[src/rtl/ext_edge_irq_pkg.sv]
package ext_edge_irq_pkg;

  // Register selected by the current address
  typedef enum logic [2:0] {
    SEL_MASK   = 3'd0,
    SEL_EVMASK = 3'd1,
    SEL_RISE   = 3'd2,
    SEL_FALL   = 3'd3,
    SEL_SWTRIG = 3'd4,
    SEL_PEND   = 3'd5,
    SEL_NONE   = 3'd7
  } regSel_e;

  // Write strobes from control to datapath
  typedef struct packed {
    logic wrMask;
    logic wrEvMask;
    logic wrRise;
    logic wrFall;
    logic wrSwTrig;
    logic wrPendClr;
  } regStrobe_t;

endpackage

[src/rtl/ext_edge_irq_ctrl.sv]
module ext_edge_irq_ctrl
  import ext_edge_irq_pkg::*;
#(
  parameter int ADDR_W = 10
) (
  input  logic [ADDR_W-1:0] regAddr,
  input  logic              regWrEn,
  output regStrobe_t        strobes,
  output regSel_e           rdSel
);
  localparam int WORD_W = ADDR_W - 2;

  logic [WORD_W-1:0] wordIdx;
  logic              aligned;

  assign wordIdx = regAddr[ADDR_W-1:2];
  assign aligned = (regAddr[1:0] == 2'b00);

  always_comb begin
    rdSel = SEL_NONE;
    if (aligned) begin
      case (wordIdx)
        WORD_W'(0): rdSel = SEL_MASK;
        WORD_W'(1): rdSel = SEL_EVMASK;
        WORD_W'(2): rdSel = SEL_RISE;
        WORD_W'(3): rdSel = SEL_FALL;
        WORD_W'(4): rdSel = SEL_SWTRIG;
        WORD_W'(5): rdSel = SEL_PEND;
        default:    rdSel = SEL_NONE;
      endcase
    end
  end

  always_comb begin
    strobes = '0;
    if (regWrEn) begin
      case (rdSel)
        SEL_MASK:   strobes.wrMask    = 1'b1;
        SEL_EVMASK: strobes.wrEvMask  = 1'b1;
        SEL_RISE:   strobes.wrRise    = 1'b1;
        SEL_FALL:   strobes.wrFall    = 1'b1;
        SEL_SWTRIG: strobes.wrSwTrig  = 1'b1;
        SEL_PEND:   strobes.wrPendClr = 1'b1;
        default:    ;
      endcase
    end
  end

endmodule

[src/rtl/ext_edge_irq_line.sv]
module ext_edge_irq_line (
  input  logic clk,
  input  logic rstN,
  input  logic evRaw,
  input  logic riseEn,
  input  logic fallEn,
  input  logic maskEn,
  output logic edgeHit,
  output logic pulseOut
);
  logic syncA;
  logic syncB;
  logic prevB;

  always_ff @(posedge clk) begin
    if (!rstN) begin
      syncA    <= 1'b0;
      syncB    <= 1'b0;
      prevB    <= 1'b0;
      pulseOut <= 1'b0;
    end else begin
      syncA    <= evRaw;
      syncB    <= syncA;
      prevB    <= syncB;
      pulseOut <= edgeHit & maskEn;
    end
  end

  assign edgeHit = (riseEn & syncB & ~prevB) | (fallEn & ~syncB & prevB);

endmodule

[src/rtl/ext_edge_irq_dp.sv]
module ext_edge_irq_dp
  import ext_edge_irq_pkg::*;
#(
  parameter int LINES  = 16,
  parameter int DATA_W = 32
) (
  input  logic              clk,
  input  logic              rstN,
  input  regStrobe_t        strobes,
  input  regSel_e           rdSel,
  input  logic [DATA_W-1:0] wrData,
  input  logic [LINES-1:0]  evIn,
  output logic [DATA_W-1:0] rdData,
  output logic [LINES-1:0]  irqPulse
);
  logic [DATA_W-1:0] maskQ;
  logic [DATA_W-1:0] evMaskQ;
  logic [DATA_W-1:0] riseQ;
  logic [DATA_W-1:0] fallQ;
  logic [DATA_W-1:0] swTrigQ;
  logic [LINES-1:0]  pendQ;
  logic [LINES-1:0]  hitVec;
  logic [LINES-1:0]  clrVec;
  logic [DATA_W-1:0] pendExt;

  always_ff @(posedge clk) begin
    if (!rstN) begin
      maskQ   <= '0;
      evMaskQ <= '0;
      riseQ   <= '0;
      fallQ   <= '0;
      swTrigQ <= '0;
    end else begin
      if (strobes.wrMask)   maskQ   <= wrData;
      if (strobes.wrEvMask) evMaskQ <= wrData;
      if (strobes.wrRise)   riseQ   <= wrData;
      if (strobes.wrFall)   fallQ   <= wrData;
      if (strobes.wrSwTrig) swTrigQ <= wrData;
    end
  end

  genvar gi;
  generate
    for (gi = 0; gi < LINES; gi++) begin : g_line
      ext_edge_irq_line u_line (
        .clk     (clk),
        .rstN    (rstN),
        .evRaw   (evIn[gi]),
        .riseEn  (riseQ[gi]),
        .fallEn  (fallQ[gi]),
        .maskEn  (maskQ[gi]),
        .edgeHit (hitVec[gi]),
        .pulseOut(irqPulse[gi])
      );
    end
  endgenerate

  assign clrVec = strobes.wrPendClr ? wrData[LINES-1:0] : '0;

  // A new edge takes priority over a clear of the same bit
  always_ff @(posedge clk) begin
    if (!rstN) pendQ <= '0;
    else       pendQ <= (pendQ & ~clrVec) | hitVec;
  end

  always_comb begin
    pendExt             = '0;
    pendExt[LINES-1:0]  = pendQ;
  end

  always_comb begin
    case (rdSel)
      SEL_MASK:   rdData = maskQ;
      SEL_EVMASK: rdData = evMaskQ;
      SEL_RISE:   rdData = riseQ;
      SEL_FALL:   rdData = fallQ;
      SEL_SWTRIG: rdData = swTrigQ;
      SEL_PEND:   rdData = pendExt;
      default:    rdData = '0;
    endcase
  end

endmodule

[src/rtl/ext_edge_irq.sv]
module ext_edge_irq
  import ext_edge_irq_pkg::*;
#(
  parameter int LINES  = 16,
  parameter int DATA_W = 32,
  parameter int ADDR_W = 10
) (
  input  logic              clk,
  input  logic              rstN,
  input  logic [ADDR_W-1:0] regAddr,
  input  logic              regWrEn,
  input  logic [DATA_W-1:0] regWrData,
  output logic [DATA_W-1:0] regRdData,
  input  logic [LINES-1:0]  evIn,
  output logic [LINES-1:0]  irqPulse
);
  regStrobe_t strobes;
  regSel_e    rdSel;

  ext_edge_irq_ctrl #(.ADDR_W(ADDR_W)) u_ctrl (
    .regAddr(regAddr),
    .regWrEn(regWrEn),
    .strobes(strobes),
    .rdSel  (rdSel)
  );

  ext_edge_irq_dp #(.LINES(LINES), .DATA_W(DATA_W)) u_dp (
    .clk     (clk),
    .rstN    (rstN),
    .strobes (strobes),
    .rdSel   (rdSel),
    .wrData  (regWrData),
    .evIn    (evIn),
    .rdData  (regRdData),
    .irqPulse(irqPulse)
  );

endmodule

[config.mk]
export PLATFORM = sky130hd
export DESIGN_NAME = ext_edge_irq
export DESIGN_NICKNAME = d
export VERILOG_FILES = /design/src/rtl/ext_edge_irq_pkg.sv /design/src/rtl/ext_edge_irq_ctrl.sv /design/src/rtl/ext_edge_irq_line.sv /design/src/rtl/ext_edge_irq_dp.sv /design/src/rtl/ext_edge_irq.sv
export SDC_FILE = /design/constraint.sdc
export NUM_CORES = 1
export LEC_CHECK = 0
export ABC_AREA = 0
export CAP_MARGIN = 20
export CORE_ASPECT_RATIO = 2
export CORE_MARGIN = 2
export CORE_UTILIZATION = 37
export CTS_CLUSTER_DIAMETER = 60
export CTS_CLUSTER_SIZE = 25
export DETAILED_ROUTE_END_ITERATION = 6
export GPL_TIMING_DRIVEN = 0
export PLACE_DENSITY = 0.64
export REMOVE_ABC_BUFFERS = 1
export SETUP_SLACK_MARGIN = 0.02
export SYNTH_ARGS = -nofsm -noshare
export SYNTH_HDL_FRONTEND = slang
export SYNTH_SLANG_ARGS = --single-unit
[constraint.sdc]
create_clock -name clk -period 1.8 [get_ports clk]
set_input_delay 0.27 -clock clk [delete_from_list [all_inputs] [get_ports clk]]
set_output_delay 0.27 -clock clk [all_outputs]
set_load 0.05 [all_outputs]
== Word level (Yosys, flattened, before mapping) ==
Index checks and enable logic that the tools add are counted.
Word-level totals
  ROM bits: 0
  memories kept: 0
  bits in latches: 0
  memory bits (writable): 0
  output and inout port bits: 48
  input port bits: 61
  register bits: 240
Operators by class
  bitwise operators: 131
  eq/ne operators: 10
  $add $sub $neg: 0
  shift-type cells: 0
  muxes and demuxes: 11
  $lt $le $gt $ge: 0
  div/mod/pow operators: 0
  multiply operators: 0
  reduce and logical (&&, ||, !) cells: 3
Operators with widths (count)
  32-bit one-hot mux with 6 select lines: 1
  1-bit bitwise AND: 80
  1-bit inverter: 32
  3-bit one-hot mux with 6 select lines: 1
  16-bit bitwise AND: 1
  8-bit by 2-bit equality test with 1-bit output, second input constant: 2
  8-bit by 3-bit equality test with 1-bit output, second input constant: 2
  16-bit 2-to-1 mux: 1
  16-bit inverter: 1
  1-bit OR: 16
  16-bit OR: 1
  8-bit by 1-bit equality test with 1-bit output, second input constant: 1
  8-bit logical NOT: 1
  3-bit by 2-bit equality test with 1-bit output, second input constant: 2
  3-bit equality test, second input constant: 2
  1-bit 2-to-1 mux: 6
  6-bit 2-to-1 mux: 1
  3-bit by 1-bit equality test with 1-bit output, second input constant: 1
  3-bit logical NOT: 1
  3-bit 2-to-1 mux: 1
  2-bit logical NOT: 1

== Logic depth before layout (Yosys ltp) ==
Gate-level depths: netlist of run 1.
  word-level depth: 10
  mapped depth: 7
  gate-level depth less buffers: 4

== By module ==
From an unflattened synthesis of run 1, not the netlist that was laid out.
Second synthesis, totals
  cell total of the unflattened synthesis: 985
  area, all modules: 10266.1 sq um
Modules (own cells, without submodules)
  ext_edge_irq_dp: cells each 773, instances 1, area an instance 8045.2 sq um
  ext_edge_irq_line: cells each 12, instances 16, area an instance 130.1 sq um
  ext_edge_irq_ctrl: cells each 20, instances 1, area an instance 138.9 sq um

== Worst setup path before layout of run 1 ==
OpenSTA, ideal clock, no wires.
  path type: input to output
  from: input port regAddr[3]
  to: output port regRdData[0]
  required time: 1.530 ns
  arrival time: 2.283 ns
  stages on the path: 5
  buffers on the path: 1
  slack: -0.753 ns
  cell sequence: buf_6 -> or2_4 -> nor3b_4 -> a222oi_1 -> o21ai_0
On the way
  cells in the longest elaborated chain, start to end: 5
  elaborated cells between the ends (all ways): 15
RTL lines
  from (decl): line ext_edge_irq.sv:10  | input logic [ADDR_W-1:0] regAddr,
  8-bit by 3-bit equality test with 1-bit output, or another cell as far along: line ext_edge_irq_ctrl.sv:22  | case (wordIdx)
  3-bit one-hot mux with 6 select lines (*): line ext_edge_irq_ctrl.sv:22
  3-bit 2-to-1 mux (*): line ext_edge_irq_ctrl.sv:21  | if (aligned) begin
  3-bit equality test, or another cell as far along: line ext_edge_irq_dp.sv:72  | case (rdSel)
  32-bit one-hot mux with 6 select lines (*): line ext_edge_irq_dp.sv:72
  to (decl): line ext_edge_irq.sv:13  | output logic [DATA_W-1:0] regRdData,
Mark *: on every way between the ends. The rest lies on a longest branch, timed or not.

== Worst setup path after layout of run 1 ==
  from: register u_dp.swTrigQ[14]
  to: output port regRdData[14]
On the way
  cells in the longest elaborated chain, start to end: 1
RTL lines
  from (decl): line ext_edge_irq_dp.sv:20  | logic [DATA_W-1:0] swTrigQ;
  from (signal assigned): line ext_edge_irq_dp.sv:38  | if (strobes.wrSwTrig) swTrigQ <= wrData;
  32-bit one-hot mux with 6 select lines: line ext_edge_irq_dp.sv:72
No other way between the ends.

==> results of run 1 <==
[cell families (layout without fill, tap and decap cells)]
logic type	Yosys count	count (layout)	synth area share [%]
compound gates	192	192	12.6
buf+inv	88	173	5.02
flops	240	240	49.1
mux	141	141	14.7
other cells	0	1	0
simple gates	359	364	18.6
[metal layers]
layer	vias up	track usage [%]	routed length (um)
met3	51	2.19	1280
met1	3809	22.6	11000
met5	-	0	0
met4	0	7.40	873
met2	223	36.7	15000
li1	3743	-	-
[cells in the final DEF (no fill, tap or decap), drive strengths merged, types with 18 or more instances in the layout]
cell,instances
and2,53
buf,87
clkdlybuf4s50,49
dfxtp,240
mux2,20
mux2i,121
nand2,157
nand3,71
nand3b,18
nor2,24
nor2b,23
o21ai,90
[power breakdown]
| part | switching (W) | internal [W] | leakage (nW) |
|---|---|---|---|
| sequential | 0.0000182 | 0.00535 | 1.94 |
| clock | 0.00173 | 0.00133 | 0.173 |
| combinational | 0.000344 | 0.000285 | 3.13 |
[critical path: cells and delay by family, from the launching register on]
family                 cells  cell delay [ns]
buffers and inverters      1             0.17
AO/OA/AOI/OAI              3             0.62
flip-flops                 1             0.33
multiplexers               1             0.27
[layout make-up]
cell class                 count  share of cell area [%]
multi-input combinational    697                    40.5
sequential                   240                    38.5
timing repair buffer         157                    14.8
tap                          344                    3.44
clock buffer                  13                    2.60
clock inverter                 3                   0.180
antenna                        1                  0.0200
[repair_timing]
item / CTS / global route
gates cloned: 8 / 1
endpoints found under the setup margin: 224 / 76
pin swaps: 36 / 15
gates resized for setup: 411 / 26
buffers inserted: 31 / 10
[stage by stage]
stage	TNS (ns)	instance area (um2)	std cells	utilization, %	setup WS [ns]
after global routing	-7.36	12500	1455	47.8	-0.387
after global placement	-1628.12	10800	1384	41.3	-7.03
after CTS	-5.21	12300	1444	47.2	-0.333
after floorplan	-32.17	9300	932	-	-0.626
final	-5.76	12500	1455	47.8	-0.345
after detailed placement	-305.45	10900	1389	41.8	-3.03
[path summary, 6_finish.rpt]
path	start	to	slack (ns)	cells after the start
worst max-delay path	u_dp.swTrigQ[14]	regRdData[14]	-0.34	5
worst min-delay path	rstN	u_dp.pendQ[9]	0.32	2
worst max register to register	u_dp.riseQ[12]	u_dp.g_line[12].u_line.pulseOut	0.75	3
worst min register to register	u_dp.g_line[9].u_line.syncA	u_dp.g_line[9].u_line.syncB	0.44	1
[state kept, by name, indices dropped and copies added (netlist names)]
signal / count
u_dp.evMaskQ: 32
u_dp.swTrigQ: 32
u_dp.g_line.u_line.syncB: 16
u_dp.maskQ: 32
u_dp.pendQ: 16
u_dp.g_line.u_line.pulseOut: 16
u_dp.g_line.u_line.syncA: 16
u_dp.riseQ: 32
u_dp.fallQ: 32
u_dp.g_line.u_line.prevB: 16
==> impl_metrics.toml, run 1 <==
[status]
run_status = "complete, but fails checks"
failed_checks = "negative setup slack"

[global_routing]
first_pass_grt_wire_length_um = 43000
globalRouteTotalUtil_pct = 19.6
antenna_found_initial = 1
grt_start_max_net_pins = 146
number_of_global_route_vias_before_repair = 7755
overflow = 0

[setup_path]
timing.critical_path.required_ns = 1.53
worst_path_max_delay_cell = "dfxtp_1"
cpPeakStageDelay_ns = 0.33
criticalPathCategory = "flop to output port"
timing.critical_path.to_type = "output port"
biggest_fanout_along_the_worst_timing_path = 2
crit_path_cell_trace = "mux2_2 -> a32oi_2 -> a211oi_2 -> a221o_1 -> buf_6"
worst_setup_path_start_kind = "flop"
worst-endpoint-arrival_ns = 1.87

[sta]
fin_skew_ns = 0.0204
final.period_utilization_pct = 119
setup_slack_ns = -0.345
setup_viol = 33
fmax_mhz = 466
least_margin_pin_slew_ns = 0.901
max_slew_margin_pct = 39.9
setup_repair_after_global_routing_missed_its_margin = "yes"
hold_viol = 0
finalMaxSlewViolations = 0
fin_crit_ns = 2.14
final.hold.worst_slack_ns = 0.323

[final_layout]
count_of_nets_after_finishing = 1170
area_of_the_multi_input_gates_um2 = 5070
n_fill_cell = 2374
seq_area_um2 = 4810
layout-area-overhead-vs-synth_pct = 27.8
share_of_post_route_cells_with_drive_strength_above_1_pct = 18.6

[floorplan]
chip_height_um = 234
floorplan.initialDensity_pct = 37.4
die_w_um = 119
core-area_um2 = 26200
rows = 84
floorplan.io_pins = 109
die_area_um2 = 27900

[yosys]
syn_area_um2 = 9790
seq_total_area_yosys_pct = 49.1
yosys_most_used_dff = "dfxtp_1"
synth_edf_count = 0
syn_inst = 1020
synthDominantAreaCellType = "dfxtp_1"
ys_async_sr_fraction_pct = 0
syn_warnings = 0
ys_ff_latch = 240
synth.most_common_cell = "dfxtp_1"
yosys-top-cells-area = "dfxtp_1, mux2i_1, nand2_1"
synth_top_cell_area_share_pct = 49.1
ys_top_cells_by_count = "dfxtp_1, nand2_1, mux2i_1"
ys_types = 46
syn_area_per_cell_um2 = 9.60

[placement]
buffer_ports.inserted = 108
hpwl_after_dpl_um = 15800
finalWeightedCongestion = 0.740

[clock_tree]
tritoncts.num_buffers = 13
cts_h_tree_depth = 1
cts-root-buf = "clkbuf_16"
worst_setup_hold_path_clk_slew_ns = 0.10
cts_hold_buffers = 0
cts_max_path_buffers = 3
tritoncts = "built"
clock-sinks = 240
clock_insertion_delay_worst_skew_ns = 0.49

[pwr]
power_leakage_nw = 5.25
vdd_drop_max_v = 0.000549
report.power.total_w = 0.00906
power.density_cell_area_nw_per_um2 = 724

[route]
routed_via_density = 5.38
drt_iter0_markers = 524
drtAntennaViolNets = 0
drt_drc_violations_left = 0
total_via_count_after_detailed_routing = 7826
routed_wl_um = 28100
detailed_route_wire_length_per_cell_um = 19.3
drt_first_pass_iters = 5

[flow_run]
timing.max_cap.violations = 0

[hold_path]
min_path_type = "input port to flop"
(Power assumes the default switching activity.)
==> run 2: changes to the inputs <==
- PLACE_DENSITY: 0.64 -> 0.66
- clock period: 1.8 -> 1.9 ns (I/O delays scaled with it)
==> run 2 against run 1 <==
The flow still finishes with violations (negative setup slack). Critical path depth increased by 3. Die area unchanged. Total power shrank 3.2%. Register-to-register slack improved by 0.12 ns. Flip-flop and latch count unchanged. Global-route usage down 0.33 points. Cell count increased by 1.2%. Combinational power about the same. Sequential share of layout area decreased by 0.33 points. Hold slack worse by 0.042 ns. Largest cell class unchanged.
==> impl_metrics.toml, run 2 (synthesis gave the netlist of run 1 again) <==
[status]
run_status = "complete, but fails checks"
failed_checks = "negative setup slack"

[clock_tree]
clock-sinks = 240
cts_max_path_buffers = 3
tritoncts.num_buffers = 13
cts_hold_buffers = 0
worst_setup_hold_path_clk_slew_ns = 0.10
cts_h_tree_depth = 1
cts-root-buf = "clkbuf_16"
tritoncts = "built"
clock_insertion_delay_worst_skew_ns = 0.49

[route]
drtAntennaViolNets = 0
routed_wl_um = 27900
drt_iter0_markers = 529
drt_first_pass_iters = 6
detailed_route_wire_length_per_cell_um = 18.9
drt_drc_violations_left = 0
routed_via_density = 5.36
total_via_count_after_detailed_routing = 7883

[floorplan]
core-area_um2 = 26200
die_area_um2 = 27900
floorplan.io_pins = 109
floorplan.initialDensity_pct = 37.4
chip_height_um = 234
die_w_um = 119
rows = 84

[placement]
finalWeightedCongestion = 0.761
buffer_ports.inserted = 108
placement.setup.worst_slack_ns = -3.14
hpwl_after_dpl_um = 15800
placedInstanceArea_um2 = 10900

[final_layout]
leading_cell_types_in_the_layout_fill_and_taps_excluded = "dfxtp_1, nand2_1, mux2i_1, o21ai_0, nand3_1"
fin_util_pct = 48.3
final_area_um2 = 12600
count_of_nets_after_finishing = 1187
share_of_post_route_cells_with_drive_strength_above_1_pct = 19.6
layout-area-overhead-vs-synth_pct = 29.0
commonest_non_fill_non_tap_cell_in_the_layout = "dfxtp_1"

[sta]
final.period_utilization_pct = 112
fin_crit_ns = 2.12
setup_slack_ns = -0.219
fmax_mhz = 472
setup_repair_after_global_routing_missed_its_margin = "yes"
max_slew_margin_pct = 49.5
fin_skew_ns = 0.0150
hold_viol = 0
setup_total_negative_slack_ns = -3.58
setup_viol = 30
finalMaxSlewViolations = 0
least_margin_pin_slew_ns = 0.755

[setup_path]
ff2ff_setup_slack_ns = 0.87
worst-endpoint-arrival_ns = 1.83
reg2regPathDepth = 3
timing.rr.start = "u_dp.g_line[5].u_line.syncB"
timing.critical_path.required_ns = 1.62
timing.critical_path.to_type = "output port"
worst_setup_path_start_kind = "input port"
biggest_fanout_along_the_worst_timing_path = 8
criticalPathCategory = "input port to output port"
reg2reg_to = "u_dp.g_line[5].u_line.pulseOut"

[global_routing]
grt_start_max_net_pins = 146
first_pass_grt_wire_length_um = 42500
number_of_global_route_vias_before_repair = 7859
antenna_found_initial = 1
overflow = 0
globalRouteTotalUtil_pct = 19.2

[pwr]
vdd_drop_max_v = 0.000459
power_leakage_nw = 5.31
power.density_cell_area_nw_per_um2 = 694
report.power.total_w = 0.00877

[hold_path]
timing.hold.worst_endpoint = "u_dp.pendQ[9]"
min_path_type = "input port to flop"
worstHoldPathCells = 2
min-delay-start = "rstN"

[flow_run]
timing.max_cap.violations = 0
run 2: how the worst max path moves through the flow:
stage / startpoint / to / slack [ns] / cells past startpoint
2_1_floorplan: regAddr[3] / regRdData[0] / -0.56 / 4
3_3_place_gp: rstN / u_dp.fallQ[24] / -6.91 / 3
3_5_place_dp: regAddr[3] / regRdData[14] / -3.14 / 7
4_1_cts: regAddr[2] / regRdData[29] / -0.21 / 8
5_1_grt: u_dp.pendQ[5] / regRdData[5] / -0.26 / 5
6_report: regAddr[2] / regRdData[21] / -0.22 / 8
run 2: layer usage:
metal	global-route usage, %	routed length, um	vias up
li1	-	-	3760
met1	21.9	10900	3831
met2	35.4	14700	217
met4	9.49	1240	0
met3	2.14	1120	75
met5	0	0	-
run 2: repair_timing:
item / CTS / global route
endpoints found under the setup margin: 224 / 116
pin swaps: 37 / 31
resized for setup: 384 / 38
cloned: 7 / 2
buffers inserted: 47 / 13
run 2: through the flow:
stage / std cells / hold WS (ns)
after floorplan: 932 / 0.403
after global placement: 1384 / 0.415
after detailed placement: 1389 / 0.417
after CTS: 1459 / 0.294
after global routing: 1472 / 0.311
final: 1472 / 0.281
run 2: layout make-up:
type                    count  area, um2
fillers                  2381      13500
multi-input cells         697       5030
flip-flops and latches    240       4820
repair buffers            174       1980
well taps                 344        430
clock buffers              14        329
clock inverters             2       37.5
diodes                      1       2.50
run 2: where the power goes:
part           internal, W  switching, W
Sequential         0.00507     0.0000168
Clock              0.00139       0.00166
Combinational     0.000298      0.000332
Total              0.00676       0.00201
run 2: worst max-delay path, stage by stage:
cell and delay (ns):
buf_16 0.12, buf_16 0.14, or2_4 0.24, nor3b_4 0.22
buf_6 0.14, nor2b_4 0.27, a221o_1 0.24, buf_6 0.17
